**src/rtl/prof_pkg.sv**
```systemverilog
package prof_pkg;

    typedef enum logic [2:0] {
        ST_LOAD,
        ST_COV,
        ST_DMEAN,
        ST_DSLOPE,
        ST_ICPT,
        ST_REPLAY,
        ST_FIN
    } prof_state_e;

    function automatic int unsigned centred_var(input int unsigned n);
        return n * (n * n - 1) / 3;
    endfunction

endpackage

```
**src/rtl/prof_buffer.sv**
```systemverilog
module prof_buffer #(
    parameter int W    = 8,
    parameter int NPIX = 20
) (
    input  logic                      clk,
    input  logic                      wr_en,
    input  logic [$clog2(NPIX)-1:0]   wr_addr,
    input  logic [W-1:0]              wr_data,
    input  logic [$clog2(NPIX)-1:0]   rd_addr,
    output logic [W-1:0]              rd_data
);
    localparam int IDXW = $clog2(NPIX);

    logic [W-1:0] cell_q [NPIX];

    for (genvar g = 0; g < NPIX; g++) begin : g_cell
        always_ff @(posedge clk) begin
            if (wr_en && wr_addr == IDXW'(g)) begin
                cell_q[g] <= wr_data;
            end
        end
    end

    always_comb begin
        rd_data = '0;
        for (int k = 0; k < NPIX; k++) begin
            if (rd_addr == IDXW'(k)) begin
                rd_data = cell_q[k];
            end
        end
    end

endmodule

```
**src/rtl/prof_divider.sv**
```systemverilog
module prof_divider #(
    parameter int NUMW = 29
) (
    input  logic            clk,
    input  logic            rst_n,
    input  logic            go,
    input  logic [NUMW-1:0] num,
    input  logic [NUMW-1:0] den,
    output logic            done,
    output logic [NUMW-1:0] quo
);
    localparam int CNTW = $clog2(NUMW + 1);

    typedef struct packed {
        logic [NUMW-1:0] rq;
        logic [NUMW-1:0] rem;
        logic [NUMW-1:0] den;
        logic [CNTW-1:0] cnt;
        logic            busy;
        logic            fin;
    } dv_t;

    dv_t             dv_d, dv_q;
    logic [NUMW:0]   trial;
    logic            qbit;

    always_comb begin
        dv_d     = dv_q;
        dv_d.fin = 1'b0;
        trial    = {dv_q.rem, dv_q.rq[NUMW-1]};
        qbit     = 1'b0;
        if (go) begin
            dv_d.rq   = num;
            dv_d.rem  = '0;
            dv_d.den  = den;
            dv_d.cnt  = CNTW'(NUMW);
            dv_d.busy = 1'b1;
        end else if (dv_q.busy) begin
            if (trial >= {1'b0, dv_q.den}) begin
                dv_d.rem = NUMW'(trial - {1'b0, dv_q.den});
                qbit     = 1'b1;
            end else begin
                dv_d.rem = NUMW'(trial);
            end
            dv_d.rq  = {dv_q.rq[NUMW-2:0], qbit};
            dv_d.cnt = dv_q.cnt - CNTW'(1);
            if (dv_q.cnt == CNTW'(1)) begin
                dv_d.busy = 1'b0;
                dv_d.fin  = 1'b1;
            end
        end
    end

    always_ff @(posedge clk or negedge rst_n) begin
        if (!rst_n) begin
            dv_q <= '0;
        end else begin
            dv_q <= dv_d;
        end
    end

    assign done = dv_q.fin;
    assign quo  = dv_q.rq;

    // the divider is never restarted mid-division
    assert_no_restart_R4: assert property (@(posedge clk) disable iff (!rst_n)
        dv_q.busy |-> !go);

    // a finished division leaves a remainder below the divisor
    assert_rem_below_den_R4: assert property (@(posedge clk) disable iff (!rst_n)
        dv_q.fin |-> (dv_q.rem < dv_q.den));

endmodule

```
**src/rtl/prof_detrend.sv**
```systemverilog
module prof_detrend
    import prof_pkg::*;
#(
    parameter int NPIX = 20,
    parameter int W    = 8,
    parameter int FRAC = 8
) (
    input  logic                    clk,
    input  logic                    rst_n,
    input  logic                    in_valid,
    input  logic [W-1:0]            in_data,
    output logic                    in_ready,
    output logic                    out_valid,
    output logic signed [W+FRAC+3:0] out_data,
    output logic                    done,
    output logic signed [W+FRAC+3:0] amp,
    output logic signed [W+FRAC+3:0] fit_slope,
    output logic signed [W+FRAC+3:0] fit_icpt
);
    localparam int IDXW = $clog2(NPIX);
    localparam int SW   = W + IDXW;
    localparam int CW   = W + 2 * IDXW + 2;
    localparam int NUMW = CW + FRAC + 1;
    localparam int SLW  = NUMW + 1;
    localparam int XW   = SLW + IDXW + W + 2;
    localparam int OW   = W + FRAC + 4;
    localparam int unsigned VAR4 = centred_var(NPIX);
    localparam logic [IDXW-1:0] LAST = IDXW'(NPIX - 1);

    typedef struct packed {
        prof_state_e              st;
        logic [IDXW-1:0]          idx;
        logic [SW-1:0]            sum;
        logic signed [CW-1:0]     cov;
        logic [NUMW-1:0]          mean;
        logic signed [SLW-1:0]    slope;
        logic signed [XW-1:0]     icpt;
        logic signed [OW-1:0]     vmax;
        logic signed [OW-1:0]     vmin;
    } regs_t;

    regs_t r_d, r_q;

    logic                  wr_en;
    logic [W-1:0]          rd_data;
    logic                  div_go;
    logic [NUMW-1:0]       div_num;
    logic [NUMW-1:0]       div_den;
    logic                  div_done;
    logic [NUMW-1:0]       div_quo;

    logic signed [XW-1:0]  idx_x;
    logic signed [XW-1:0]  d_x;
    logic signed [XW-1:0]  smp_x;
    logic signed [XW-1:0]  slope_x;
    logic signed [XW-1:0]  mean_x;
    logic signed [CW-1:0]  cov_abs;
    logic signed [OW-1:0]  res_o;

    prof_buffer #(.W(W), .NPIX(NPIX)) i_buf (
        .clk     (clk),
        .wr_en   (wr_en),
        .wr_addr (r_q.idx),
        .wr_data (in_data),
        .rd_addr (r_q.idx),
        .rd_data (rd_data)
    );

    prof_divider #(.NUMW(NUMW)) i_div (
        .clk   (clk),
        .rst_n (rst_n),
        .go    (div_go),
        .num   (div_num),
        .den   (div_den),
        .done  (div_done),
        .quo   (div_quo)
    );

    always_comb begin
        idx_x   = XW'($signed({1'b0, r_q.idx}));
        d_x     = (idx_x <<< 1) - XW'(NPIX - 1);
        smp_x   = XW'($signed({1'b0, rd_data}));
        slope_x = XW'(r_q.slope);
        mean_x  = XW'($signed({1'b0, r_q.mean}));
        cov_abs = (r_q.cov < 0) ? -r_q.cov : r_q.cov;
        res_o   = OW'((smp_x <<< FRAC) - r_q.icpt - slope_x * idx_x);
    end

    always_comb begin
        r_d     = r_q;
        wr_en   = 1'b0;
        div_go  = 1'b0;
        div_num = '0;
        div_den = '0;
        case (r_q.st)
            ST_LOAD: begin
                if (in_valid) begin
                    wr_en    = 1'b1;
                    r_d.sum  = r_q.sum + SW'(in_data);
                    if (r_q.idx == LAST) begin
                        r_d.idx = '0;
                        r_d.st  = ST_COV;
                    end else begin
                        r_d.idx = r_q.idx + IDXW'(1);
                    end
                end
            end
            ST_COV: begin
                r_d.cov = r_q.cov + CW'(d_x * smp_x);
                if (r_q.idx == LAST) begin
                    r_d.idx = '0;
                    div_go  = 1'b1;
                    div_num = NUMW'({r_q.sum, {FRAC{1'b0}}});
                    div_den = NUMW'(NPIX);
                    r_d.st  = ST_DMEAN;
                end else begin
                    r_d.idx = r_q.idx + IDXW'(1);
                end
            end
            ST_DMEAN: begin
                if (div_done) begin
                    r_d.mean = div_quo;
                    div_go   = 1'b1;
                    div_num  = {cov_abs, {(FRAC + 1){1'b0}}};
                    div_den  = NUMW'(VAR4);
                    r_d.st   = ST_DSLOPE;
                end
            end
            ST_DSLOPE: begin
                if (div_done) begin
                    r_d.slope = (r_q.cov < 0) ? -$signed({1'b0, div_quo})
                                              :  $signed({1'b0, div_quo});
                    r_d.st    = ST_ICPT;
                end
            end
            ST_ICPT: begin
                r_d.icpt = mean_x - ((slope_x * XW'(NPIX - 1)) >>> 1);
                r_d.idx  = '0;
                r_d.st   = ST_REPLAY;
            end
            ST_REPLAY: begin
                if (r_q.idx == '0 || res_o > r_q.vmax) r_d.vmax = res_o;
                if (r_q.idx == '0 || res_o < r_q.vmin) r_d.vmin = res_o;
                if (r_q.idx == LAST) begin
                    r_d.idx = '0;
                    r_d.st  = ST_FIN;
                end else begin
                    r_d.idx = r_q.idx + IDXW'(1);
                end
            end
            ST_FIN: begin
                r_d.st  = ST_LOAD;
                r_d.sum = '0;
                r_d.cov = '0;
                r_d.idx = '0;
            end
            default: r_d.st = ST_LOAD;
        endcase
    end

    always_ff @(posedge clk or negedge rst_n) begin
        if (!rst_n) begin
            r_q    <= '0;
            r_q.st <= ST_LOAD;
        end else begin
            r_q <= r_d;
        end
    end

    assign in_ready  = (r_q.st == ST_LOAD);
    assign out_valid = (r_q.st == ST_REPLAY);
    assign out_data  = out_valid ? res_o : '0;
    assign done      = (r_q.st == ST_FIN);
    assign amp       = OW'(((OW + 1)'(r_q.vmax) - (OW + 1)'(r_q.vmin)) >>> 1);
    assign fit_slope = OW'(r_q.slope);
    assign fit_icpt  = OW'(r_q.icpt);

    // taking the last pixel closes the input
    assert_ready_drops_R2: assert property (@(posedge clk) disable iff (!rst_n)
        (in_valid && in_ready && r_q.idx == LAST) |=> !in_ready);

    // playback walks the index one step per cycle
    assert_index_step_R6: assert property (@(posedge clk) disable iff (!rst_n)
        (out_valid && $past(out_valid)) |-> (r_q.idx == $past(r_q.idx) + IDXW'(1)));

    // the running extremes stay ordered during playback
    assert_extremes_ordered_R7: assert property (@(posedge clk) disable iff (!rst_n)
        (out_valid && r_q.idx != '0) |-> (r_q.vmax >= r_q.vmin));

    // the strobe follows the last playback sample
    assert_done_after_last_R8: assert property (@(posedge clk) disable iff (!rst_n)
        (out_valid && r_q.idx == LAST) |=> done);

    // the input reopens right after the strobe
    assert_done_then_ready_R8: assert property (@(posedge clk) disable iff (!rst_n)
        done |=> (in_ready && !done));

endmodule

```
**config.mk**
```make
export PLATFORM = sky130hd
export DESIGN_NAME = prof_detrend
export DESIGN_NICKNAME = d
export VERILOG_FILES = /design/src/rtl/prof_pkg.sv /design/src/rtl/prof_buffer.sv /design/src/rtl/prof_divider.sv /design/src/rtl/prof_detrend.sv
export SDC_FILE = /design/constraint.sdc
export NUM_CORES = 1
export LEC_CHECK = 0
export ABC_AREA = 1
export BUFFER_PORTS_ARGS = -buffer_cell sky130_fd_sc_hd__buf_4
export CORE_MARGIN = 2
export CORE_UTILIZATION = 25
export CTS_CLUSTER_SIZE = 28
export DETAILED_ROUTE_END_ITERATION = 12
export GPL_TIMING_DRIVEN = 0
export SKIP_LAST_GASP = 1
export SLEW_MARGIN = 20
export SYNTH_ARGS = -nofsm -noshare
export SYNTH_HDL_FRONTEND = slang
export SYNTH_HIERARCHICAL = 1
export SYNTH_SLANG_ARGS = --single-unit
```
**constraint.sdc**
```tcl
create_clock -name clk -period 9.06 [get_ports clk]
set_input_delay 1.359 -clock clk [delete_from_list [all_inputs] [get_ports clk]]
set_output_delay 1.359 -clock clk [all_outputs]
set_load 0.1 [all_outputs]
```
# Word-level counts from Yosys, hierarchy flattened
# Memories as Yosys holds them, arrays and structs flattened.
# Cells that the tools add are included.
[totals]
inputBits = 11
out_inout_bits = 83
reg_bits = 245
word_cells = 273
mem_bits_rw = 160
mem_count = 1
[op_classes]
addsub = 12
multipliers = 3
magnitude_cmp = 4
eq_ne = 32
n_mux = 150
n_reduce_logical = 56
[mem_list]
columns = ["memory", "depth", "word_bits", "rd", "rd_clocked_by_memory_dff", "wr", "line", "source"]
rows = [
  ["i_buf.cell_q", 20, 8, 20, 0, 1, "prof_buffer.sv:14", "logic [W-1:0] cell_q [NPIX];"],
]
[ops]
columns = ["operator", "count"]
rows = [
  ["$mux W8", 39],
  ["$reduce_or A8 Y1", 19],
  ["$mux W58", 2],
  ["$mux W5", 21],
  ["$mux W1", 65],
  ["$mux W29", 2],
  ["$pmux W29 S2", 1],
  ["$mux W21", 2],
  ["$eq A5 B4 Y1 const B", 8],
  ["$mux W20", 2],
  ["$pmux W20 S2", 1],
  ["$sub A20 B20 Y20", 2],
  ["$ge A30 B29 Y1", 1],
  ["$mul A30 B6 Y20", 1],
  ["$mul A30 B6 Y21 const B", 1],
  ["$mux W30", 1],
  ["$neg A29 Y30", 1],
  ["$sub A29 B29 Y29", 1],
  ["$pmux W13 S2", 1],
  ["$pmux W12 S2", 1],
  ["$sub A20 B20 Y21", 1],
  ["$add A20 B16 Y20", 1],
  ["$eq A5 B3 Y1 const B", 4],
  ["$eq A5 B5 Y1 const B", 4],
  ["other kinds (34)", 75],
]

# Depth between registers and ports, before layout
[logic_depth]
depth_word = 26
mapped_depth = 49
ltp_nobuf = 48

# Hierarchy
# The synthesis kept the hierarchy.
[modules_own_cells]
columns = ["mod", "cells_per_inst", "n_inst", "seq_area_each_um2", "area_per_inst_um2"]
rows = [
  ["prof_detrend", 2682, 1, 3553.4, 19137.1],
  ["prof_buffer", 562, 1, 4804.6, 6573.8],
  ["prof_divider", 943, 1, 2352.3, 6532.5],
]

# Least setup slack after synthesis
# OpenSTA, ideal clock, no wires.
[synth_timing]
path_kind = "flip-flop to output port"
startpoint = "reg r_q (netlist bit idx_x[0])"
endpoint = "out out_data[19]"
path_slack_ns = 1.231
t_required_ns = 7.701
path_stages_with_launch = 32
n_path_buf = 0
arrival_time_ns = 6.470
cell_sequence = "dfrtp_1 -> nor2_1 -> nand2_2 -> nor2_2 -> nand2_1 -> nand3_1 -> nor2_1 -> nand4_1 -> nand2_1 -> nand4_1 -> nand2_1 -> nand4_1 -> nand2_1 -> nand3_1 -> nand2_1 -> nand2_1 -> inv_1 -> fa_1 -> inv_1 -> fa_1 -> fa_1 -> inv_1 -> fa_1 -> inv_1 -> ha_1 -> nand2_1 -> nor2_1 -> and2_1 -> nand4_1 -> nand3_1 -> nand3_1 -> a21oi_1"
[synth_between]
elab_chain_cells = 24
elab_cells_between_ends = 44
cone_classes = "add/sub: 2; mul: 1; eq/ne: 19; mux: 21; reduce/logical: 1"
[synth_rtl]
columns = ["element", "line", "source"]
rows = [
  ["start: declaration", "prof_detrend.sv:42", "regs_t r_d, r_q;"],
  ["start signal: assignment", "prof_detrend.sv:166", "r_q <= r_d;"],
  ["$logic_not A5 Y1", "prof_buffer.sv:27", "if (rd_addr == IDXW'(k)) begin"],
  ["$mux W8 (19 in series)", "prof_buffer.sv:27", ""],
  ["$mux W8 (*)", "prof_buffer.sv:27", ""],
  ["via rd_data[5]", "prof_detrend.sv:45", "logic [W-1:0] rd_data;"],
  ["$sub A17 B20 Y20 (*)", "prof_detrend.sv:86", "res_o = OW'((smp_x <<< FRAC) - r_q.icpt - slope_x * idx_x);"],
  ["$sub A20 B20 Y20 (*)", "prof_detrend.sv:86", ""],
  ["$mux W20 (*)", "prof_detrend.sv:172", "assign out_data = out_valid ? res_o : '0;"],
  ["end: declaration", "prof_detrend.sv:14", "output logic signed [W+FRAC+3:0] out_data,"],
]
# Mark *: on every way through the listed nets, which the timed path passes. The rest lies on a longest branch.

# Worst setup path after layout
[layout_timing]
startpoint = "reg r_q (netlist bit idx_x[2])"
endpoint = "out out_data[19]"
# The elaborated chain is that of the path after synthesis.

==> impl_metrics.env <==
export IMPL_dp_worst_setup_slack_ps=527
export IMPL_vdd_ir_drop_worst_uv=141
export IMPL_timing_max_cap_violations=0
export IMPL_grt_usage_pct=13.9
export IMPL_critical_path_endpoint_type="output port"
export IMPL_grt_first_pass_wirelength_mm=146
export IMPL_syn_mean_instance_area_um2=7.70
export IMPL_fin_ws_ps=480
export IMPL_final_non_filler_cells=6060
export IMPL_crit_path_start_kind="flop"
export IMPL_clock_sink_count=396
export IMPL_initial_antenna_violation_count=2
export IMPL_max_clock_path_buffers=3
export IMPL_timing_critical_path_fanout_max=13
export IMPL_fraction_of_final_layout_cells_with_drive_strength_greater_than_1_pct=9.19
export IMPL_coreArea_um2=128000
export IMPL_routed_via_count=26933
export IMPL_power_switching_fraction_pct=22.3
export IMPL_average_vias_per_placed_instance=4.44
export IMPL_clock_pin_slew_reported_for_the_worst_setup_and_hold_paths_after_clock_tree_synthesis_ps=60
export IMPL_grt_max_degree=91
export IMPL_initial_core_utilization_pct=25.2
export IMPL_place_detailed_instances=5966
export IMPL_finClkSkew_ps=73.4
export IMPL_grt_overflow_total=0
export IMPL_number_of_rows_created_at_floorplan=131
export IMPL_worstSkewPairLatency_ps=660
export IMPL_worst_hold_slack_ps=471
export IMPL_max_clk_rate_mhz=117
export IMPL_worst_slew_pin_transition_ps=816
export IMPL_number_of_inserted_filler_cells_in_the_final_layout=13761
export IMPL_cts_root_buf="sky130_fd_sc_hd__clkbuf_16"
export IMPL_holdCritPathClass="reg2reg"
export IMPL_crit_required_ps=7700
export IMPL_design_portCount=94
export IMPL_num_nets_final=4787
export IMPL_grt_pass1_vias=26717
export IMPL_post_drt_wl_per_cell_um=15.1
export IMPL_setup_violations_final=0
export IMPL_post_synth_inst_count=4179
export IMPL_final_hold_violation_count=0
export IMPL_cts_htree_levels=2
export IMPL_combPwrFrac_pct=1.3
export IMPL_dpl_instance_area_um2=35100
export IMPL_run_status="complete, no violations"
export IMPL_die_height_um=363
export IMPL_setup_worst_path_class="reg2out"
export IMPL_worst_slew_margin_rel_pct=45.4
export IMPL_cts_tree="built"
export IMPL_power_leakage_nw=18.5
export IMPL_syn_cell_area_um2=32200
export IMPL_place_gp_congestion=0.941
export IMPL_num_antenna_cells=0
export IMPL_die_width_um=363
export IMPL_drt_drc_violations_left=0
export IMPL_cts_buffers=47
export IMPL_power_report_internal_total_mw=2.97
export IMPL_sequentialPowerShare_pct=48.9
export IMPL_pwr_share_clk_pct=49.8
export IMPL_synth_warn=6
export IMPL_min_period_ps=8580
export IMPL_place_port_buffers=93
export IMPL_half_perimeter_wire_length_after_placement_mm=72.7
export IMPL_dr_first_iter_drc_count=1519
export IMPL_synthToLayoutAreaGrowth_pct=14.4
export IMPL_power_density_cell_area_nw_per_um2=104
export IMPL_total_net_switching_power_mw=0.850
export IMPL_drt_antenna_violating_nets=0
export IMPL_routed_wirelength_mm=91.3
export IMPL_final_max_slew_viol_count=0
export IMPL_die_area_um2=132000
export IMPL_unrepaired_setup_endpoints_after_global_routing="no"
export IMPL_final_period_utilization_pct=94.7
export IMPL_drtPass1Iterations=5
export IMPL_final_design_area_no_fill_um2=36800
export IMPL_critPathArrivalTime_ps=7220
## worst paths after layout
check	startpoint	to	slack (ps)	depth (start not counted)
setup / recovery	idx_x[2]	out_data[19]	480	27
hold / removal	r_q[16]	r_q[16]	470	2
setup reg to reg	idx_x[2]	r_q[29]	990	41
hold reg to reg	r_q[16]	r_q[16]	470	2
max in group asynchronous	rst_n	r_q[37]	7060	3
min in group asynchronous	rst_n	i_div/dv_q[54]	640	1
## state kept, by name, summed over array words and instances (netlist names)
name / cells
r_q: 77
fit_slope: 20
fit_icpt: 20
i_div/dv_q: 64
i_buf/cell_q: 160
i_div/quo: 29
i_div/done: 1
idx_x: 5
mean_x: 20
## cell usage in the layout (no fill, tap or decap), types with 8 or more instances in the layout
| cell | instances |
|---|---|
| sky130_fd_sc_hd__a21o_1 | 13 |
| sky130_fd_sc_hd__a21oi_1 | 156 |
| sky130_fd_sc_hd__and2_1 | 8 |
| sky130_fd_sc_hd__buf_2 | 26 |
| sky130_fd_sc_hd__buf_4 | 167 |
| sky130_fd_sc_hd__clkbuf_1 | 44 |
| sky130_fd_sc_hd__clkbuf_16 | 47 |
| sky130_fd_sc_hd__clkinv_2 | 10 |
| sky130_fd_sc_hd__conb_1 | 31 |
| sky130_fd_sc_hd__dfrtp_1 | 231 |
| sky130_fd_sc_hd__edfxtp_1 | 160 |
| sky130_fd_sc_hd__fa_1 | 138 |
| sky130_fd_sc_hd__ha_1 | 278 |
| sky130_fd_sc_hd__inv_1 | 762 |
| sky130_fd_sc_hd__inv_2 | 18 |
| sky130_fd_sc_hd__nand2_1 | 1157 |
| sky130_fd_sc_hd__nand2_2 | 18 |
| sky130_fd_sc_hd__nand3_1 | 238 |
| sky130_fd_sc_hd__nand3_2 | 14 |
| sky130_fd_sc_hd__nand3b_1 | 12 |
| sky130_fd_sc_hd__nand4_1 | 67 |
| sky130_fd_sc_hd__nor2_1 | 293 |
| sky130_fd_sc_hd__nor2_2 | 17 |
| sky130_fd_sc_hd__nor2_4 | 12 |
| sky130_fd_sc_hd__nor3_1 | 27 |
| sky130_fd_sc_hd__o211ai_1 | 10 |
| sky130_fd_sc_hd__o21ai_0 | 152 |
| sky130_fd_sc_hd__o21ai_1 | 20 |
| sky130_fd_sc_hd__o21bai_1 | 11 |
| sky130_fd_sc_hd__o221ai_1 | 16 |
| sky130_fd_sc_hd__o22ai_1 | 20 |
| sky130_fd_sc_hd__or2_0 | 13 |
| sky130_fd_sc_hd__or2_2 | 27 |
| sky130_fd_sc_hd__xnor2_1 | 42 |
| sky130_fd_sc_hd__xor2_1 | 47 |
## power by group through the flow
stage | combinational, mW | clock, mW | sequential, mW
6_report | 0.0480 | 1.90 | 1.87
3_5_place_dp | 0.0511 | 0 | 1.90
4_1_cts | 0.0510 | 1.97 | 1.87
2_1_floorplan | 0.00551 | 0 | 1.90
5_1_grt | 0.0562 | 2.04 | 1.87
3_3_place_gp | 0.0468 | 0 | 1.90
## through the flow
stage | TNS [ps] | total power [mW] | utilization [%]
after floorplan | 0 | 1.91 | -
after global placement | 0 | 1.95 | 27.5
after detailed placement | 0 | 1.95 | 27.5
after CTS | -7.93 | 3.89 | 28.8
after global routing | 0 | 3.96 | 28.8
final | 0 | 3.82 | 28.8
## layout make-up
class	count	area, um2	area share, %
buffer	141	873	2.37
multi-input combinational	2891	17900	48.5
inverter	781	2930	7.96
timing repair buffer	102	821	2.23
tap	1662	2080	5.65
clock inverter	23	264	0.717
clock buffer	64	1290	3.50
sequential	396	10700	29.1
## layer usage
layer	up-vias	wire [um]	track usage (%)
li1	13493	-	-
met1	12708	41200	18.0
met2	575	42900	23.6
met3	157	4230	1.91
met4	0	2940	4.82
met5	-	0	0
## repair_timing
item,4_1_cts,5_1_grt
endpoints found under the setup margin,4,14
gates resized for setup,3,18
buffers inserted,3,4
hold buffers,0,0
endpoints found under the hold margin,0,0
pin swaps,2,1
## critical path: stages, from the launching register on
cell and delay (ps):
sky130_fd_sc_hd__dfrtp_2 540, sky130_fd_sc_hd__nand2_1 150, sky130_fd_sc_hd__inv_1 210, sky130_fd_sc_hd__nand2_1 220, sky130_fd_sc_hd__or2_2 330, sky130_fd_sc_hd__nand2_1 80
sky130_fd_sc_hd__nand4_1 80, sky130_fd_sc_hd__nand2_1 100, sky130_fd_sc_hd__nand4_1 100, sky130_fd_sc_hd__nor3_1 220, sky130_fd_sc_hd__nand4_1 280, sky130_fd_sc_hd__inv_1 260
sky130_fd_sc_hd__fa_1 420, sky130_fd_sc_hd__inv_1 90, sky130_fd_sc_hd__fa_1 460, sky130_fd_sc_hd__fa_1 500, sky130_fd_sc_hd__inv_1 60, sky130_fd_sc_hd__fa_1 520
sky130_fd_sc_hd__inv_1 40, sky130_fd_sc_hd__ha_1 410, sky130_fd_sc_hd__nand2_1 140, sky130_fd_sc_hd__nor2_1 180, sky130_fd_sc_hd__and2_1 200, sky130_fd_sc_hd__nand4_1 120
sky130_fd_sc_hd__nand3_1 190, sky130_fd_sc_hd__nand3_1 140, sky130_fd_sc_hd__a21oi_2 270, sky130_fd_sc_hd__buf_6 270
Note: power is estimated with default switching activity, not from simulation.
